`src/rtl/huff_builder.sv`:
```
module huff_builder #(
  parameter int N  = 6,
  parameter int WW = 8,
  localparam int SYMW = $clog2(N),
  localparam int LW   = $clog2(N),
  localparam int CW   = N - 1
) (
  input  logic            clk,
  input  logic            rst_n,
  input  logic            load,
  input  logic [SYMW-1:0] load_sym,
  input  logic [WW-1:0]   load_wt,
  input  logic            start,
  input  logic [SYMW-1:0] rd_sym,
  output logic            busy,
  output logic            done,
  output logic [LW-1:0]   rd_len,
  output logic [CW-1:0]   rd_code
);
  localparam int SW   = WW + SYMW;
  localparam int CNTW = $clog2(N + 1);

  typedef enum logic [1:0] {S_IDLE, S_MERGE, S_CANON} st_t;
  st_t state;

  logic [WW-1:0]   freq [N];
  logic [SW-1:0]   wt   [N];
  logic [N-1:0]    grp  [N];
  logic [N-1:0]    act;
  logic [LW-1:0]   len  [N];
  logic [CW-1:0]   code [N];
  logic [LW-1:0]   lvl;
  logic [CW:0]     base;

  logic [SYMW-1:0] ia, ib;
  logic            fa, fb;
  logic [N-1:0]    ugrp;
  logic [CNTW-1:0] rank [N];
  logic [CNTW-1:0] cnt;

  always_comb begin
    ia = '0; ib = '0; fa = 1'b0; fb = 1'b0;
    for (int i = 0; i < N; i++)
      if (act[i] && (!fa || wt[i] < wt[ia])) begin
        ia = SYMW'(i); fa = 1'b1;
      end
    for (int i = 0; i < N; i++)
      if (act[i] && SYMW'(i) != ia && (!fb || wt[i] < wt[ib])) begin
        ib = SYMW'(i); fb = 1'b1;
      end
  end

  assign ugrp = grp[ia] | grp[ib];

  always_comb begin
    cnt = '0;
    for (int i = 0; i < N; i++) begin
      rank[i] = cnt;
      if (len[i] == lvl) cnt = cnt + CNTW'(1);
    end
  end

  assign busy    = (state != S_IDLE);
  assign rd_len  = (busy || rd_sym >= SYMW'(N)) ? '0 : len[rd_sym];
  assign rd_code = (busy || rd_sym >= SYMW'(N)) ? '0 : code[rd_sym];

  always_ff @(posedge clk or negedge rst_n) begin
    if (!rst_n) begin
      state <= S_IDLE;
      done  <= 1'b0;
      act   <= '0;
      lvl   <= '0;
      base  <= '0;
      for (int i = 0; i < N; i++) begin
        freq[i] <= '0;
        wt[i]   <= '0;
        grp[i]  <= '0;
        len[i]  <= '0;
        code[i] <= '0;
      end
    end else begin
      case (state)
        S_IDLE: begin
          if (load && load_sym < SYMW'(N)) freq[load_sym] <= load_wt;
          if (start) begin
            done  <= 1'b0;
            state <= S_MERGE;
            for (int i = 0; i < N; i++) begin
              wt[i]   <= SW'(freq[i]);
              act[i]  <= (freq[i] != '0);
              grp[i]  <= N'(1) << i;
              len[i]  <= '0;
              code[i] <= '0;
            end
          end
        end
        S_MERGE: begin
          if (fb) begin
            wt[ia]  <= wt[ia] + wt[ib];
            grp[ia] <= ugrp;
            act[ib] <= 1'b0;
            for (int i = 0; i < N; i++)
              if (ugrp[i]) len[i] <= len[i] + LW'(1);
          end else begin
            if (fa)
              for (int i = 0; i < N; i++)
                if (grp[ia][i] && len[i] == '0) len[i] <= LW'(1);
            lvl   <= LW'(1);
            base  <= '0;
            state <= S_CANON;
          end
        end
        S_CANON: begin
          for (int i = 0; i < N; i++)
            if (len[i] == lvl) code[i] <= base[CW-1:0] + CW'(rank[i]);
          base <= (base + (CW+1)'(cnt)) << 1;
          lvl  <= lvl + LW'(1);
          if (lvl == LW'(CW)) begin
            state <= S_IDLE;
            done  <= 1'b1;
          end
        end
        default: state <= S_IDLE;
      endcase
    end
  end
endmodule


```
`config.mk`:
```
export PLATFORM = sky130hd
export DESIGN_NAME = huff_builder
export DESIGN_NICKNAME = d
export VERILOG_FILES = /design/src/rtl/huff_builder.sv
export SDC_FILE = /design/constraint.sdc
export NUM_CORES = 1
export LEC_CHECK = 0
export BUFFER_PORTS_ARGS = -buffer_cell sky130_fd_sc_hd__buf_2
export CAP_MARGIN = 30
export CORE_MARGIN = 2
export CORE_UTILIZATION = 30
export DETAILED_ROUTE_END_ITERATION = 10
export GPL_TIMING_DRIVEN = 0
export SLEW_MARGIN = 10
export SYNTH_ARGS = -nofsm -noshare
export SYNTH_HDL_FRONTEND = slang
export SYNTH_SLANG_ARGS = --single-unit
export TNS_END_PERCENT = 20
```
`constraint.sdc`:
```
create_clock -name clk -period 53 [get_ports clk]
set_input_delay 5.3 -clock clk [delete_from_list [all_inputs] [get_ports clk]]
set_output_delay 5.3 -clock clk [all_outputs]
set_load 0.02 [all_outputs]
```
# After elaboration in Yosys (flattened, before gate mapping)
# Cells that the tools add are included.
dict set report op_classes {
  addsub 19
  n_lt_le_gt_ge 27
  n_eq_ne 37
  mux 127
  bitwise 15
  reduce_logical 82
}
# cell count
set op_table {}
lappend op_table {{$bmux 11 s3} 10}
lappend op_table {{$mux 11} 21}
lappend op_table {{$mux 66} 2}
lappend op_table {{$pmux 66 s2} 1}
lappend op_table {{$lt 11x11->1} 9}
lappend op_table {{$mux 3} 27}
lappend op_table {{$mux 36} 2}
lappend op_table {{$pmux 36 s2} 1}
lappend op_table {{$bwmux 66} 1}
lappend op_table {{$pmux 30 s2} 1}
lappend op_table {{$mux 18} 3}
lappend op_table {{$mux 5} 10}
lappend op_table {{$bwmux 48} 1}
lappend op_table {{$ge 4x4->1 const B} 12}
lappend op_table {{$reduce_bool 8->1} 6}
lappend op_table {{$mux 6} 7}
lappend op_table {{$not 3->4} 10}
lappend op_table {{$ne 3x3->1 const B} 13}
lappend op_table {{$add 3x1->3 const B} 12}
lappend op_table {{$bmux 6 s3} 2}
lappend op_table {{$bwmux 36} 1}
lappend op_table {{$pmux 18 s2} 1}
lappend op_table {{$demux 11 s3} 1}
lappend op_table {{$mux 30} 1}
lappend op_table {{45 further kinds} 152}
dict set report word_totals {
  regBits 215
  inputBits 18
  out_inout_bits 10
}

# Logic depth before layout (Yosys ltp)
dict set report logic_depth {
  word_depth 84
  ltp_mapped 132
}

# Least setup slack after synthesis
# No wires, ideal clock.
dict set report synth_path {
  path_kind {register to register}
  start {register wt[53] in the netlist's numbering}
  end {register wt[21] in the netlist's numbering}
  setup_ns 0.121
  arrival_ns 23.194
  path_slack_ns 29.685
  path_stages_with_launch 126
  path_buffers 17
  period_less_slack_ns 23.315
  cell_sequence {dfrtp_1 > ha_1 > a21oi_1 > a21boi_0 > o21ai_0 > o211a_1 > buf_2 > clkbuf_1 > mux2i_1 > ha_1 > nand3_1 > or2_2 > nor4_1 > o311ai_2 > nand3_1 > clkbuf_1 > nor2_1 > a21oi_1 > [... 90 more ...] > nor3_1 > buf_2 > a31oi_1 > ha_1 > inv_1 > fa_1 > nor2b_1 > o21ai_0 > nand2b_1 > a21oi_1 > o21bai_1 > a21oi_1 > o21bai_1 > a21o_1 > a21oi_1 > xnor2_1 > xnor2_2 > a22o_1}
}
dict set report synth_via {
  elab_chain_cells 83
}
# element line
set synth_rtl {}
lappend synth_rtl {{start, declared} 27} ;# logic [SW-1:0] wt [N];
lappend synth_rtl {{start signal, assigned by index} 89} ;# wt[i] <= SW'(freq[i]);
lappend synth_rtl {{start signal, assigned by index} 99} ;# wt[ia] <= wt[ia] + wt[ib];
lappend synth_rtl {{$lt 11x11->1} {44, 48}}
lappend synth_rtl {{$logic_or 1x1->1} 44} ;# if (act[i] && (!fa || wt[i] < wt[ia])) begin
lappend synth_rtl {{$logic_and 1x1->1} 44}
lappend synth_rtl {{$mux 1} 44}
lappend synth_rtl {{$not 1->4 (not written as such)} 44}
lappend synth_rtl {{$bmux 11 s3} 44}
lappend synth_rtl {{$mux 11 (not written as such) (2 in a row)} 44}
lappend synth_rtl {{$lt 11x11->1} 44}
lappend synth_rtl {{[... 65 more ...]} n/a}
lappend synth_rtl {{$mux 3} 48} ;# if (act[i] && SYMW'(i) != ia && (!fb || wt[i] < wt[ib])) begin
lappend synth_rtl {{$not 3->4 (not written as such)} 99}
lappend synth_rtl {{$bmux 11 s3} 99}
lappend synth_rtl {{$mux 11 (not written as such) (2 in a row)} 99}
lappend synth_rtl {{$add 11x11->11} 99}
lappend synth_rtl {{$bwmux 66} 99}
lappend synth_rtl {{$mux 66} 98} ;# if (fb) begin
lappend synth_rtl {{$pmux 66 s2} 82} ;# case (state)
# Parallel ways exist; a longest one is shown, timed or not. The select of a mux whose other input is x is not followed.
# A chain may end at the register's enable or synchronous reset.

# Final worst setup path
dict set report layout_path {
  start {register wt[64] in the netlist's numbering}
  end {register wt[43] in the netlist's numbering}
}
# The elaborated chain is that of the path after synthesis.

==> flow_summary.json <==
{
  "cts_hold_buf": 0,
  "dr_total_vias": 15500,
  "cts-resized-gates": 0,
  "grtUsageTotal_pct": 21.5,
  "initial_core_util_pct": 30.5,
  "dr.first_iter.drc_count": 1591,
  "synth_most_common_cell": "nand2_1",
  "reg2reg_depth": 122,
  "startpoint_type": "register",
  "synthFlopType": "dfrtp_1",
  "maxSlewViolCount": 0,
  "hp-start": "code[27]$_DFFE_PN0P_",
  "area_growth_pct": 12.4,
  "die_y_um": 236,
  "cts_tree": "done",
  "r2r_start": "wt[64]$_DFFE_PN0P_",
  "grt-ovfl-total": 0,
  "clock.fmax_ghz": 0.0323,
  "ys.warnings.count": 0,
  "fin_nets": 2053,
  "htree_levels": 1,
  "critPathRequiredTime_ns": 53.43,
  "coreArea_mm2": 0.0528,
  "hpwl_um": 47800,
  "post_cts_buffers": 0,
  "grt_max_degree": 109,
  "clock_sinks": 213,
  "cts_buffer_depth": 3,
  "grt_antenna_before_repair": 1,
  "relSlewSlack_pct": 29.5,
  "grt_pass1_vias": 15100,
  "first_pass_iters": 5,
  "viasPerCell": 5.92,
  "ys_top_cells_by_count": "267 x nand2_1, 213 x dfrtp_1, 148 x o21ai_0",
  "setup-tns-final_ns": 0,
  "synth.largest_area_cell": "dfrtp_1",
  "postSynthCellCount": 1842,
  "ys_ff_latch": 213,
  "drcViolationCount": 0,
  "pin_count": 28,
  "ys_top_cells_by_area": "dfrtp_1 33%, ha_1 10%, nand2_1 6.2%",
  "min_period_ns": 31.00,
  "postSynth.asyncResetShare_pct": 100,
  "hold_viol": 0,
  "arrival_ns": 31.42,
  "hp-class": "register to register",
  "root_buffer": "clkbuf_16",
  "critPathKind": "register to register",
  "path_max_fanout": 10,
  "min_to": "code[27]$_DFFE_PN0P_",
  "setup_viol": 0,
  "rows": 84,
  "fin_skew_ns": 0.0139,
  "fillers": 5503,
  "avgSynthCellArea_um2": 8.73,
  "slowest_delay_ns": 0.77,
  "syn-num-nets": 1993,
  "holdPathStages": 2,
  "cts_buffers": 24,
  "wl_per_cell_um": 23.4,
  "worst_r2r_endpoint": "wt[43]$_DFFE_PN0P_",
  "clk_latency_ns": 0.55,
  "seq_area_frac_synth_pct": 33.1,
  "totalWireLength_um": 61200,
  "ant_nets": 0,
  "cap_violations": 0,
  "r2r_slack_ns": 22.00,
  "worst_pin_slew_ns": 1.04,
  "synth_edf_count": 0,
  "clk_pin_slew_ns": 0.06,
  "yosys.area.top_type_share_pct": 33.1,
  "critPathMostFrequentCell": "a21oi_1",
  "synthesis.area_mm2": 0.0161,
  "cp-end-kind": "register",
  "die_area_mm2": 0.0555,
  "gp_congestion": 1.00,
  "synth.distinct_cells": 94,
  "grt_pass1_wl_um": 92500,
  "rsz0062_at_grt": "no",
  "io_buffers": 26,
  "critPathSlowestCell": "mux2i_1",
  "die_x_um": 236,
  "min_period_over_period_pct": 58.5,
  "status": "finished, final reports clean",
  "final_layout_size_suffix_gt1_share_pct": 11.1
}
[cells by family (layout without fill, tap and decap cells)]
kind of cell | count (synthesis) | after routing | share of synthesized area (%)
DFF | 213 | 213 | 33.1
xor gates and xnor gates | 45 | 45 | 2.50
muxes | 115 | 115 | 8.15
other | 0 | 1 | 0
AOI/OAI and AO/OA | 590 | 590 | 24.7
adders and majority gates | 133 | 133 | 10.6
and+or+nand+nor | 585 | 585 | 16.9
buffers and inverters | 161 | 239 | 4.01
[routing by layer]
layer / track usage, % / up-vias / share of wire (%)
met2: 34.6 / 743 / 45
met4: 8.16 / 0 / 3.9
li1: - / 6928 / -
met5: 0 / - / 0
met1: 28.8 / 7627 / 43
met3: 3.61 / 160 / 8.7
[layout by cell type (no fill, tap or decap), drive strengths merged, types with 17 or more instances in the layout]
cell type and count:
a211oi 18, o22ai 18, buf 63, nor4 18
a21o 42, nor2 128, o21ai 163, nand2 267
a21oi 133, o21a 18, dfrtp 213, mux2 58
inv 71, nand3 49, xnor2 25, xor2 20
mux2i 50, clkbuf 94, o221ai 30, ha 128
a22oi 17, nor3 25, a22o 25
[metrics by stage]
step / area, um2 / util, % / worst slack (ns) / hold slack (ns) / std cells
after CTS: 18100 / 34.3 / 22.68 / 0.485 / 2607
after detailed placement: 17200 / 32.6 / 22.76 / 0.471 / 2563
after global placement: 17100 / 32.4 / 22.53 / 0.460 / 2556
after global routing: 18100 / 34.3 / 20.35 / 0.526 / 2608
final: 18100 / 34.3 / 22.00 / 0.486 / 2609
after floorplan: 16100 / - / 29.68 / 0.443 / 1842
[worst max-delay path by stage]
stage / start / to / slack [ns]
finish: wt[64]$_DFFE_PN0P_ / wt[43]$_DFFE_PN0P_ / 22.00
global route: wt[64]$_DFFE_PN0P_ / wt[65]$_DFFE_PN0P_ / 20.35
CTS: wt[64]$_DFFE_PN0P_ / wt[21]$_DFFE_PN0P_ / 22.68
detailed placement: wt[64]$_DFFE_PN0P_ / wt[21]$_DFFE_PN0P_ / 22.76
global placement: wt[64]$_DFFE_PN0P_ / wt[21]$_DFFE_PN0P_ / 22.53
floorplan: wt[53]$_DFFE_PN0P_ / wt[21]$_DFFE_PN0P_ / 29.68
[sequential cells by signal, summed over array words and instances (netlist names)]
| signal | flops |
|---|---|
| freq | 48 |
| base | 4 |
| state | 2 |
| wt | 66 |
| lvl | 3 |
| grp | 36 |
| len | 18 |
| act | 6 |
| code | 29 |
| done | 1 |
[critical path, delay by kind of cell (launching register included)]
kind	cells	cell delay, ns
buf+inv	18	5.72
xor+xnor	2	0.53
compound gates	54	12.04
flops	1	0.46
mux	3	1.18
fa+ha+maj	11	3.42
simple gates	34	7.50
[layout make-up]
class                           instances  area [um2]  share of cell area [%]
Antenna cell                            1        2.50                  0.0138
Clock buffer                           32         712                    3.94
Inverter                               70         263                    1.45
Tap cell                              688         861                    4.76
Multi-Input combinational cell       1468       10100                    55.9
Timing Repair Buffer                   34         239                    1.32
Sequential cell                       213        5330                    29.5
Buffer                                 91         383                    2.12
Clock inverter                         12         178                   0.983
Power is not shown: default switching activity piles up to over one toggle a cycle in this logic, so the estimate is an artifact.
